**src/rtl/segTlbPkg.sv**
```systemverilog
package segTlbPkg;
  localparam logic [1:0] ACC_READ  = 2'd0;
  localparam logic [1:0] ACC_WRITE = 2'd1;
  localparam logic [1:0] ACC_EXEC  = 2'd2;

  localparam logic [2:0] RES_HIT    = 3'd0;
  localparam logic [2:0] RES_MISS   = 3'd1;
  localparam logic [2:0] RES_ACCERR = 3'd2;
  localparam logic [2:0] RES_PERM   = 3'd3;
  localparam logic [2:0] RES_DIRTY  = 3'd4;

  localparam int FLD_W = 6;

  typedef struct packed {
    logic        invAll;
    logic        refill;
    logic        xlateEn;
    logic        sharedVm;
  } ctlStrobe_t;

  typedef struct packed {
    logic [21:0] vpn;
    logic        valid;
    logic        instr;
    logic [7:0]  asid;
    logic [21:0] pfn;
    logic        cach;
    logic        glob;
    logic [2:0]  ap;
    logic [1:0]  sz;
    logic        dirty;
  } tlbEntry_t;

  function automatic logic [31:0] offMask(input logic [1:0] sz);
    case (sz)
      2'd0:    return 32'h0000_03FF;
      2'd1:    return 32'h0000_0FFF;
      2'd2:    return 32'h0000_FFFF;
      default: return 32'h000F_FFFF;
    endcase
  endfunction
endpackage

```
**src/rtl/segTlbCtrl.sv**
```systemverilog
module segTlbCtrl
  import segTlbPkg::*;
#(
  parameter int ENTRIES = 16,
  parameter int IDX_W   = $clog2(ENTRIES)
) (
  input  logic             clk,
  input  logic             rstN,
  input  logic             ctlWe,
  input  logic [31:0]      ctlWdata,
  input  logic             refWe,
  input  logic             missSeen,
  output ctlStrobe_t       strobe,
  output logic [IDX_W-1:0] wrIdx,
  output logic [31:0]      ctlRdata
);
  localparam logic [FLD_W-1:0] LAST_SLOT = FLD_W'(ENTRIES - 1);
  localparam logic [FLD_W-1:0] NUM_SLOTS = FLD_W'(ENTRIES);

  logic             enQ, sharedQ, nfQ;
  logic [FLD_W-1:0] lockQ, ptrQ, ptrNext, wrLock, wrPtr;
  logic             invNow, ptrInRange;
  logic             unusedBits;

  assign wrLock     = ctlWdata[13:8];
  assign wrPtr      = ctlWdata[21:16];
  assign invNow     = ctlWe && ctlWdata[2];
  assign ptrInRange = ptrQ < NUM_SLOTS;
  assign ptrNext    = (ptrQ >= LAST_SLOT) ? lockQ : ptrQ + 1'b1;
  assign unusedBits = ^{ctlWdata[31:22], ctlWdata[15:14], ctlWdata[7:4]};

  assign strobe.invAll   = invNow;
  assign strobe.refill   = refWe && !invNow && ptrInRange;
  assign strobe.xlateEn  = enQ;
  assign strobe.sharedVm = sharedQ;
  assign wrIdx           = ptrQ[IDX_W-1:0];

  always_ff @(posedge clk) begin
    if (!rstN) begin
      enQ     <= 1'b0;
      sharedQ <= 1'b0;
      nfQ     <= 1'b0;
      lockQ   <= '0;
      ptrQ    <= '0;
    end else if (ctlWe) begin
      enQ     <= ctlWdata[0];
      sharedQ <= ctlWdata[1];
      nfQ     <= ctlWdata[3] | missSeen;
      lockQ   <= wrLock;
      ptrQ    <= invNow ? wrLock : wrPtr;
    end else begin
      nfQ <= nfQ | missSeen;
      if (strobe.refill) ptrQ <= ptrNext;
    end
  end

  assign ctlRdata = {10'b0, ptrQ, 2'b0, lockQ, 4'b0, nfQ, 1'b0, sharedQ, enQ};

  AST_PTR_ADVANCE: assert property (@(posedge clk) disable iff (!rstN)
    (strobe.refill && !ctlWe) |=>
      (ptrQ == $past(ptrQ) + 1'b1) || (ptrQ == $past(lockQ)));
  AST_MISS_STICKY: assert property (@(posedge clk) disable iff (!rstN)
    missSeen |=> ctlRdata[3]);
  AST_PTR_IN_RANGE: assert property (@(posedge clk) disable iff (!rstN)
    (strobe.refill && !ctlWe && lockQ < NUM_SLOTS) |=> (ptrQ < NUM_SLOTS));
endmodule

```
**src/rtl/segTlbData.sv**
```systemverilog
module segTlbData
  import segTlbPkg::*;
#(
  parameter int ENTRIES = 16,
  parameter int IDX_W   = $clog2(ENTRIES)
) (
  input  logic             clk,
  input  logic             rstN,
  input  ctlStrobe_t       strobe,
  input  logic [IDX_W-1:0] wrIdx,
  input  logic [31:0]      refHi,
  input  logic [31:0]      refLo,
  input  logic             lkValid,
  input  logic [31:0]      lkVaddr,
  input  logic [1:0]       lkAccess,
  input  logic             lkPriv,
  input  logic [7:0]       curAsid,
  output logic             missSeen,
  output logic             rsValid,
  output logic [2:0]       rsStatus,
  output logic [31:0]      rsPaddr,
  output logic             rsCacheable
);
  tlbEntry_t        entQ [ENTRIES];
  tlbEntry_t        newEnt, selEnt;
  logic [ENTRIES-1:0] matchVec, validVec;
  logic             found, isExec, translatedSeg, userOk, permOk;
  logic [2:0]       seg, resNext;
  logic [31:0]      paNext, selMask;
  logic             cNext;
  logic             unusedBits;

  assign newEnt = '{vpn: refHi[31:10], valid: refHi[9], instr: refHi[8], asid: refHi[7:0],
                    pfn: refLo[31:10], cach: refLo[9], glob: refLo[8], ap: refLo[6:4],
                    sz: refLo[3:2], dirty: refLo[1]};
  assign unusedBits = refLo[7] ^ refLo[0];

  always_ff @(posedge clk) begin
    if (!rstN) begin
      for (int i = 0; i < ENTRIES; i++) entQ[i] <= '0;
    end else if (strobe.invAll) begin
      for (int i = 0; i < ENTRIES; i++) entQ[i].valid <= 1'b0;
    end else if (strobe.refill) begin
      entQ[wrIdx] <= newEnt;
    end
  end

  assign isExec = (lkAccess == ACC_EXEC);

  for (genvar g = 0; g < ENTRIES; g++) begin : gMatch
    logic [31:0] pgMask;
    logic        pageHit, asidOk;
    assign pgMask      = offMask(entQ[g].sz);
    assign pageHit     = ((entQ[g].vpn ^ lkVaddr[31:10]) & ~pgMask[31:10]) == '0;
    assign asidOk      = entQ[g].glob || strobe.sharedVm || (entQ[g].asid == curAsid);
    assign validVec[g] = entQ[g].valid;
    assign matchVec[g] = entQ[g].valid && pageHit && asidOk && (entQ[g].instr == isExec);
  end

  always_comb begin
    found  = 1'b0;
    selEnt = '0;
    for (int i = 0; i < ENTRIES; i++) begin
      if (matchVec[i] && !found) begin
        found  = 1'b1;
        selEnt = entQ[i];
      end
    end
  end

  assign seg           = lkVaddr[31:29];
  assign translatedSeg = !lkVaddr[31] || (seg == 3'b110);
  assign selMask       = offMask(selEnt.sz);
  assign userOk        = lkPriv || selEnt.ap[2];

  always_comb begin
    case (lkAccess)
      ACC_WRITE: permOk = userOk && selEnt.ap[1];
      ACC_EXEC:  permOk = userOk && selEnt.ap[0];
      default:   permOk = userOk;
    endcase
  end

  always_comb begin
    resNext = RES_HIT;
    paNext  = lkVaddr;
    cNext   = 1'b0;
    if (!lkPriv && lkVaddr[31]) begin
      resNext = RES_ACCERR;
      paNext  = '0;
    end else if (!translatedSeg) begin
      cNext = (seg == 3'b100);
    end else if (!strobe.xlateEn) begin
      cNext = 1'b1;
    end else if (!found) begin
      resNext = RES_MISS;
      paNext  = '0;
    end else if (!permOk) begin
      resNext = RES_PERM;
      paNext  = '0;
    end else if (lkAccess == ACC_WRITE && !selEnt.dirty) begin
      resNext = RES_DIRTY;
      paNext  = '0;
    end else begin
      paNext = ({selEnt.pfn, 10'b0} & ~selMask) | (lkVaddr & selMask);
      cNext  = selEnt.cach;
    end
  end

  assign missSeen = lkValid && (resNext == RES_MISS);

  always_ff @(posedge clk) begin
    if (!rstN) begin
      rsValid     <= 1'b0;
      rsStatus    <= RES_HIT;
      rsPaddr     <= '0;
      rsCacheable <= 1'b0;
    end else begin
      rsValid <= lkValid;
      if (lkValid) begin
        rsStatus    <= resNext;
        rsPaddr     <= paNext;
        rsCacheable <= cNext;
      end
    end
  end

  AST_UNPRIV_HIGH: assert property (@(posedge clk) disable iff (!rstN)
    (lkValid && !lkPriv && lkVaddr[31]) |=> (rsStatus == RES_ACCERR));
  AST_FIXED_SEG: assert property (@(posedge clk) disable iff (!rstN)
    (lkValid && lkPriv && lkVaddr[31] && lkVaddr[31:29] != 3'b110) |=>
      (rsStatus == RES_HIT && rsPaddr == $past(lkVaddr)));
  AST_SINGLE_MATCH: assert property (@(posedge clk) disable iff (!rstN)
    lkValid |-> $onehot0(matchVec));
  AST_INV_CLEARS: assert property (@(posedge clk) disable iff (!rstN)
    strobe.invAll |=> (validVec == '0));
  AST_RESULT_VALID: assert property (@(posedge clk) disable iff (!rstN)
    lkValid |=> rsValid);
endmodule

```
**src/rtl/segTlb.sv**
```systemverilog
module segTlb
  import segTlbPkg::*;
#(
  parameter int ENTRIES = 16
) (
  input  logic        clk,
  input  logic        rstN,
  input  logic        ctlWe,
  input  logic [31:0] ctlWdata,
  output logic [31:0] ctlRdata,
  input  logic        refWe,
  input  logic [31:0] refHi,
  input  logic [31:0] refLo,
  input  logic        lkValid,
  input  logic [31:0] lkVaddr,
  input  logic [1:0]  lkAccess,
  input  logic        lkPriv,
  input  logic [7:0]  curAsid,
  output logic        rsValid,
  output logic [2:0]  rsStatus,
  output logic [31:0] rsPaddr,
  output logic        rsCacheable
);
  localparam int IDX_W = (ENTRIES > 1) ? $clog2(ENTRIES) : 1;

  ctlStrobe_t       strobe;
  logic [IDX_W-1:0] wrIdx;
  logic             missSeen;

  segTlbCtrl #(.ENTRIES(ENTRIES), .IDX_W(IDX_W)) uCtrl (
    .clk(clk), .rstN(rstN), .ctlWe(ctlWe), .ctlWdata(ctlWdata), .refWe(refWe),
    .missSeen(missSeen), .strobe(strobe), .wrIdx(wrIdx), .ctlRdata(ctlRdata)
  );

  segTlbData #(.ENTRIES(ENTRIES), .IDX_W(IDX_W)) uData (
    .clk(clk), .rstN(rstN), .strobe(strobe), .wrIdx(wrIdx), .refHi(refHi), .refLo(refLo),
    .lkValid(lkValid), .lkVaddr(lkVaddr), .lkAccess(lkAccess), .lkPriv(lkPriv),
    .curAsid(curAsid), .missSeen(missSeen), .rsValid(rsValid), .rsStatus(rsStatus),
    .rsPaddr(rsPaddr), .rsCacheable(rsCacheable)
  );
endmodule

```
**config.mk**
```make
export PLATFORM = sky130hd
export DESIGN_NAME = segTlb
export DESIGN_NICKNAME = d
export VERILOG_FILES = /design/src/rtl/segTlbPkg.sv /design/src/rtl/segTlbCtrl.sv /design/src/rtl/segTlbData.sv /design/src/rtl/segTlb.sv
export SDC_FILE = /design/constraint.sdc
export NUM_CORES = 2
export LEC_CHECK = 0
export BUFFER_PORTS_ARGS = -buffer_cell sky130_fd_sc_hd__buf_2
export CORE_ASPECT_RATIO = 0.5
export CORE_MARGIN = 2
export CORE_UTILIZATION = 33
export CTS_BUF_LIST = sky130_fd_sc_hd__clkbuf_4 sky130_fd_sc_hd__clkbuf_8
export CTS_CLUSTER_SIZE = 8
export DETAILED_ROUTE_END_ITERATION = 8
export PLACE_DENSITY_LB_ADDON = 0.05
export SLEW_MARGIN = 20
export SYNTH_ARGS = -nofsm -noshare
export SYNTH_HDL_FRONTEND = slang
export SYNTH_SLANG_ARGS = --single-unit
```
**constraint.sdc**
```tcl
create_clock -name clk -period 8.6 [get_ports clk]
set_input_delay 0.86 -clock clk [delete_from_list [all_inputs] [get_ports clk]]
set_output_delay 0.86 -clock clk [all_outputs]
set_load 0.05 [all_outputs]
```
==> flow_summary.json <==
{
  "outcome": "finished, final reports clean",
  "start_kind": "input port",
  "place_ws_ns": 1.623,
  "grt_max_degree": 113,
  "routabilityCongestion": 0.8458,
  "antenna_found_initial": 7,
  "reg2reg_depth": 13,
  "hold_buffers": 0,
  "required_ns": 9.35,
  "fin_crit_sh": 0.7119,
  "numPortBuffers": 177,
  "syn_inst": 4164,
  "io_pins": 213,
  "power_density_nw_per_um2": 193.2,
  "leakage_nw": 21.62,
  "synth-xor-area-share": 0.08514,
  "vias": 33050,
  "worst_setup_path_end_kind": "flip-flop",
  "critical_path_arrival_ns": 6.87,
  "yosysMostFrequentCell": "edfxtp_1",
  "crit_start": "lkAccess[0]",
  "critical_path_class": "in2reg",
  "rsz0062_at_grt": "no",
  "synth_compound_area_frac": 0.06795,
  "stdcell_count": 6451,
  "via_per_inst": 5.122,
  "crit_chain": "buf_2, inv_1, ha_1, buf_4, xor2_1, or4b_2, nor4_1, nand4_1, or3b_1, nor4_1, a31oi_1, o311ai_1, nand2_1, nor3_4, a31oi_4, buf_4, o21ai_1",
  "clockRootBuffer": "clkbuf_8",
  "ys_types": 96,
  "cp_slowest_cell": "nor4_1",
  "grt_overflow": 0,
  "hold_start": "lkVaddr[0]",
  "ant_nets": 0,
  "cp_max_fo": 32,
  "postCtsSetupBuffers": 0,
  "synth.mux.area_fraction": 0.007602,
  "syn2layout_area_growth_pct": 11.96,
  "async_reset_ff_frac": 0,
  "synth_top_area_cell": "edfxtp_1",
  "synth_fa_ha_area_frac": 0.001471,
  "drive_gt1_frac": 0.1473,
  "cp_slowest_stage_delay_ns": 0.84,
  "synth_top_family_by_area": "simple AND/OR/NAND/NOR gates",
  "timing.slew.headroom": 0.1962,
  "clk_latency_ns": 0.89,
  "cts.sinks": 1044,
  "timing.hold.ws_ns": 0.2188,
  "numCtsBuffers": 170,
  "final_core_utilization": 0.3742,
  "ys_seq_area_frac": 0.6042,
  "synth_edf_count": 992,
  "drc": 0,
  "holdCritPathClass": "in2reg",
  "hpwl_um": 110700,
  "cp-endpoint": "uData.rsPaddr[3]",
  "grt_first_pass_wirelength_um": 246600,
  "die_h_um": 282.0,
  "ys_ff_latch": 1044,
  "synth_ff_type": "edfxtp_1",
  "finalSetupViolCount": 0,
  "worstMarginPinSlew_ns": 1.195,
  "design_area_sq_um": 57130,
  "ys_top_cells_by_count": "edfxtp_1, and2_1, xnor2_1, and3_1, clkbuf_1",
  "fmax_mhz": 163.3,
  "nets": 4410,
  "ff2ff_setup_slack_ns": 3.12,
  "fp.dieW_um": 560.1,
  "placed_cell_area_sq_um": 53900,
  "fin_skew_ns": 0.03766,
  "yosys.area_share.simple": 0.1975,
  "post_cts_resized": 0,
  "clk_pin_slew_ns": 0.06,
  "power_mw": 11.04,
  "avgSynthCellArea_sq_um": 12.25,
  "tns_ns": 0,
  "synth_top_area_frac": 0.5838,
  "placed_cells": 6148,
  "wirelength_um": 171900,
  "grt_pass1_vias": 33030,
  "ys_warn_count": 0,
  "hold_viol": 0,
  "htreeDepth": 4,
  "slew_viol_final": 0,
  "layout_setup_ws_ns": 2.478,
  "cts_tree": "done",
  "r2r-start": "uData.entQ[7][51]",
  "start_util": 0.3342,
  "synth_area_sq_um": 51020,
  "wl_per_cell_um": 26.65,
  "grt_util_all_layers": 0.2163,
  "dieArea_sq_um": 158000,
  "clock_path_buffers": 3,
  "yosys-top-cells-area": "edfxtp_1, and2_1, xnor2_1",
  "finalCriticalPeriod_ns": 6.122,
  "max-cap-violations": 0,
  "drt_iter0_markers": 2829,
  "vdd_drop_max_uv": 111.9,
  "drtPass1Iterations": 5,
  "rows": 101,
  "core_area_sq_um": 152700,
  "r2r_end": "uData.rsPaddr[3]"
}
==> layout make-up <==
cell class,instances,area [sq um]
multi-input combinational,2735,18760
tap,2060,2577
inverter,40,150.1
clock buffer,246,2954
timing repair buffer,269,1577
fill,14860,95530
antenna,6,15.01
clock inverter,51,261.5
sequential,1044,30830
==> how the worst min path moves through the flow <==
stage / to / cells past startpoint
finish: uData.rsPaddr[0] / 3
global route: uData.rsPaddr[8] / 3
CTS: uData.rsPaddr[0] / 3
detailed placement: uData.rsPaddr[6] / 2
global placement: uData.rsPaddr[12] / 2
floorplan: uData.rsPaddr[31] / 2
==> routing by layer <==
layer | GRT usage | wire [um] | vias to the layer above
li1 | - | - | 15190
met1 | 0.3065 | 81700 | 16940
met2 | 0.3464 | 78960 | 707
met3 | 0.03403 | 8119 | 205
met4 | 0.05366 | 3123 | 2
met5 | 0 | 13 | -
==> kinds of logic after synthesis <==
group / Yosys count
flops: 1044
xor+xnor: 496
other cells: 1
compound gates: 483
fa+ha+maj: 6
buf+inv: 401
mux: 38
simple gates: 1695
==> critical path: cells and delay by family <==
family | cells | cell delay, ns
compound gates | 4 | 0.90
simple gates | 7 | 3.37
fa+ha+maj | 1 | 0.61
buf+inv | 4 | 0.92
xor+xnor | 1 | 0.10
==> flip-flops by register name, summed over array words and instances (netlist names) <==
name	flops
uData.rsStatus	3
uData.entQ	992
uCtrl.nfQ	1
uData.rsCacheable	1
uData.rsValid	1
uCtrl.lockQ	6
uCtrl.sharedQ	1
uCtrl.ptrQ	6
uCtrl.enQ	1
uData.rsPaddr	32
==> power by group <==
group / switching [mW] / leakage (nW) / internal [mW]
clock: 2.14 / 1.70 / 2.20
sequential: 0.0776 / 10.8 / 5.75
combinational: 0.653 / 9.16 / 0.221
total: 2.87 / 21.6 / 8.17
==> layout by cell type (no fill, tap or decap), types with 13 or more instances in the layout <==
cell type / instances
and2_1: 757
dfxtp_1: 52
edfxtp_1: 992
and3_1: 257
a211oi_1: 16
o21ai_1: 16
mux2i_1: 32
o21a_1: 24
o31ai_1: 15
clkinv_1: 37
conb_1: 17
clkbuf_4: 69
xnor2_1: 272
xor2_1: 224
nor2b_1: 24
nor2_4: 13
nand3_1: 52
a22oi_1: 43
nand2b_1: 13
a221oi_1: 26
nor4_1: 53
o21ai_2: 20
nor2_1: 90
o21ai_0: 56
nand2_1: 179
or4_1: 26
nor3_1: 14
buf_2: 177
nand4_1: 109
buf_4: 92
a21oi_1: 105
inv_1: 40
clkbuf_8: 177
Power figures use the tool's default switching activity.
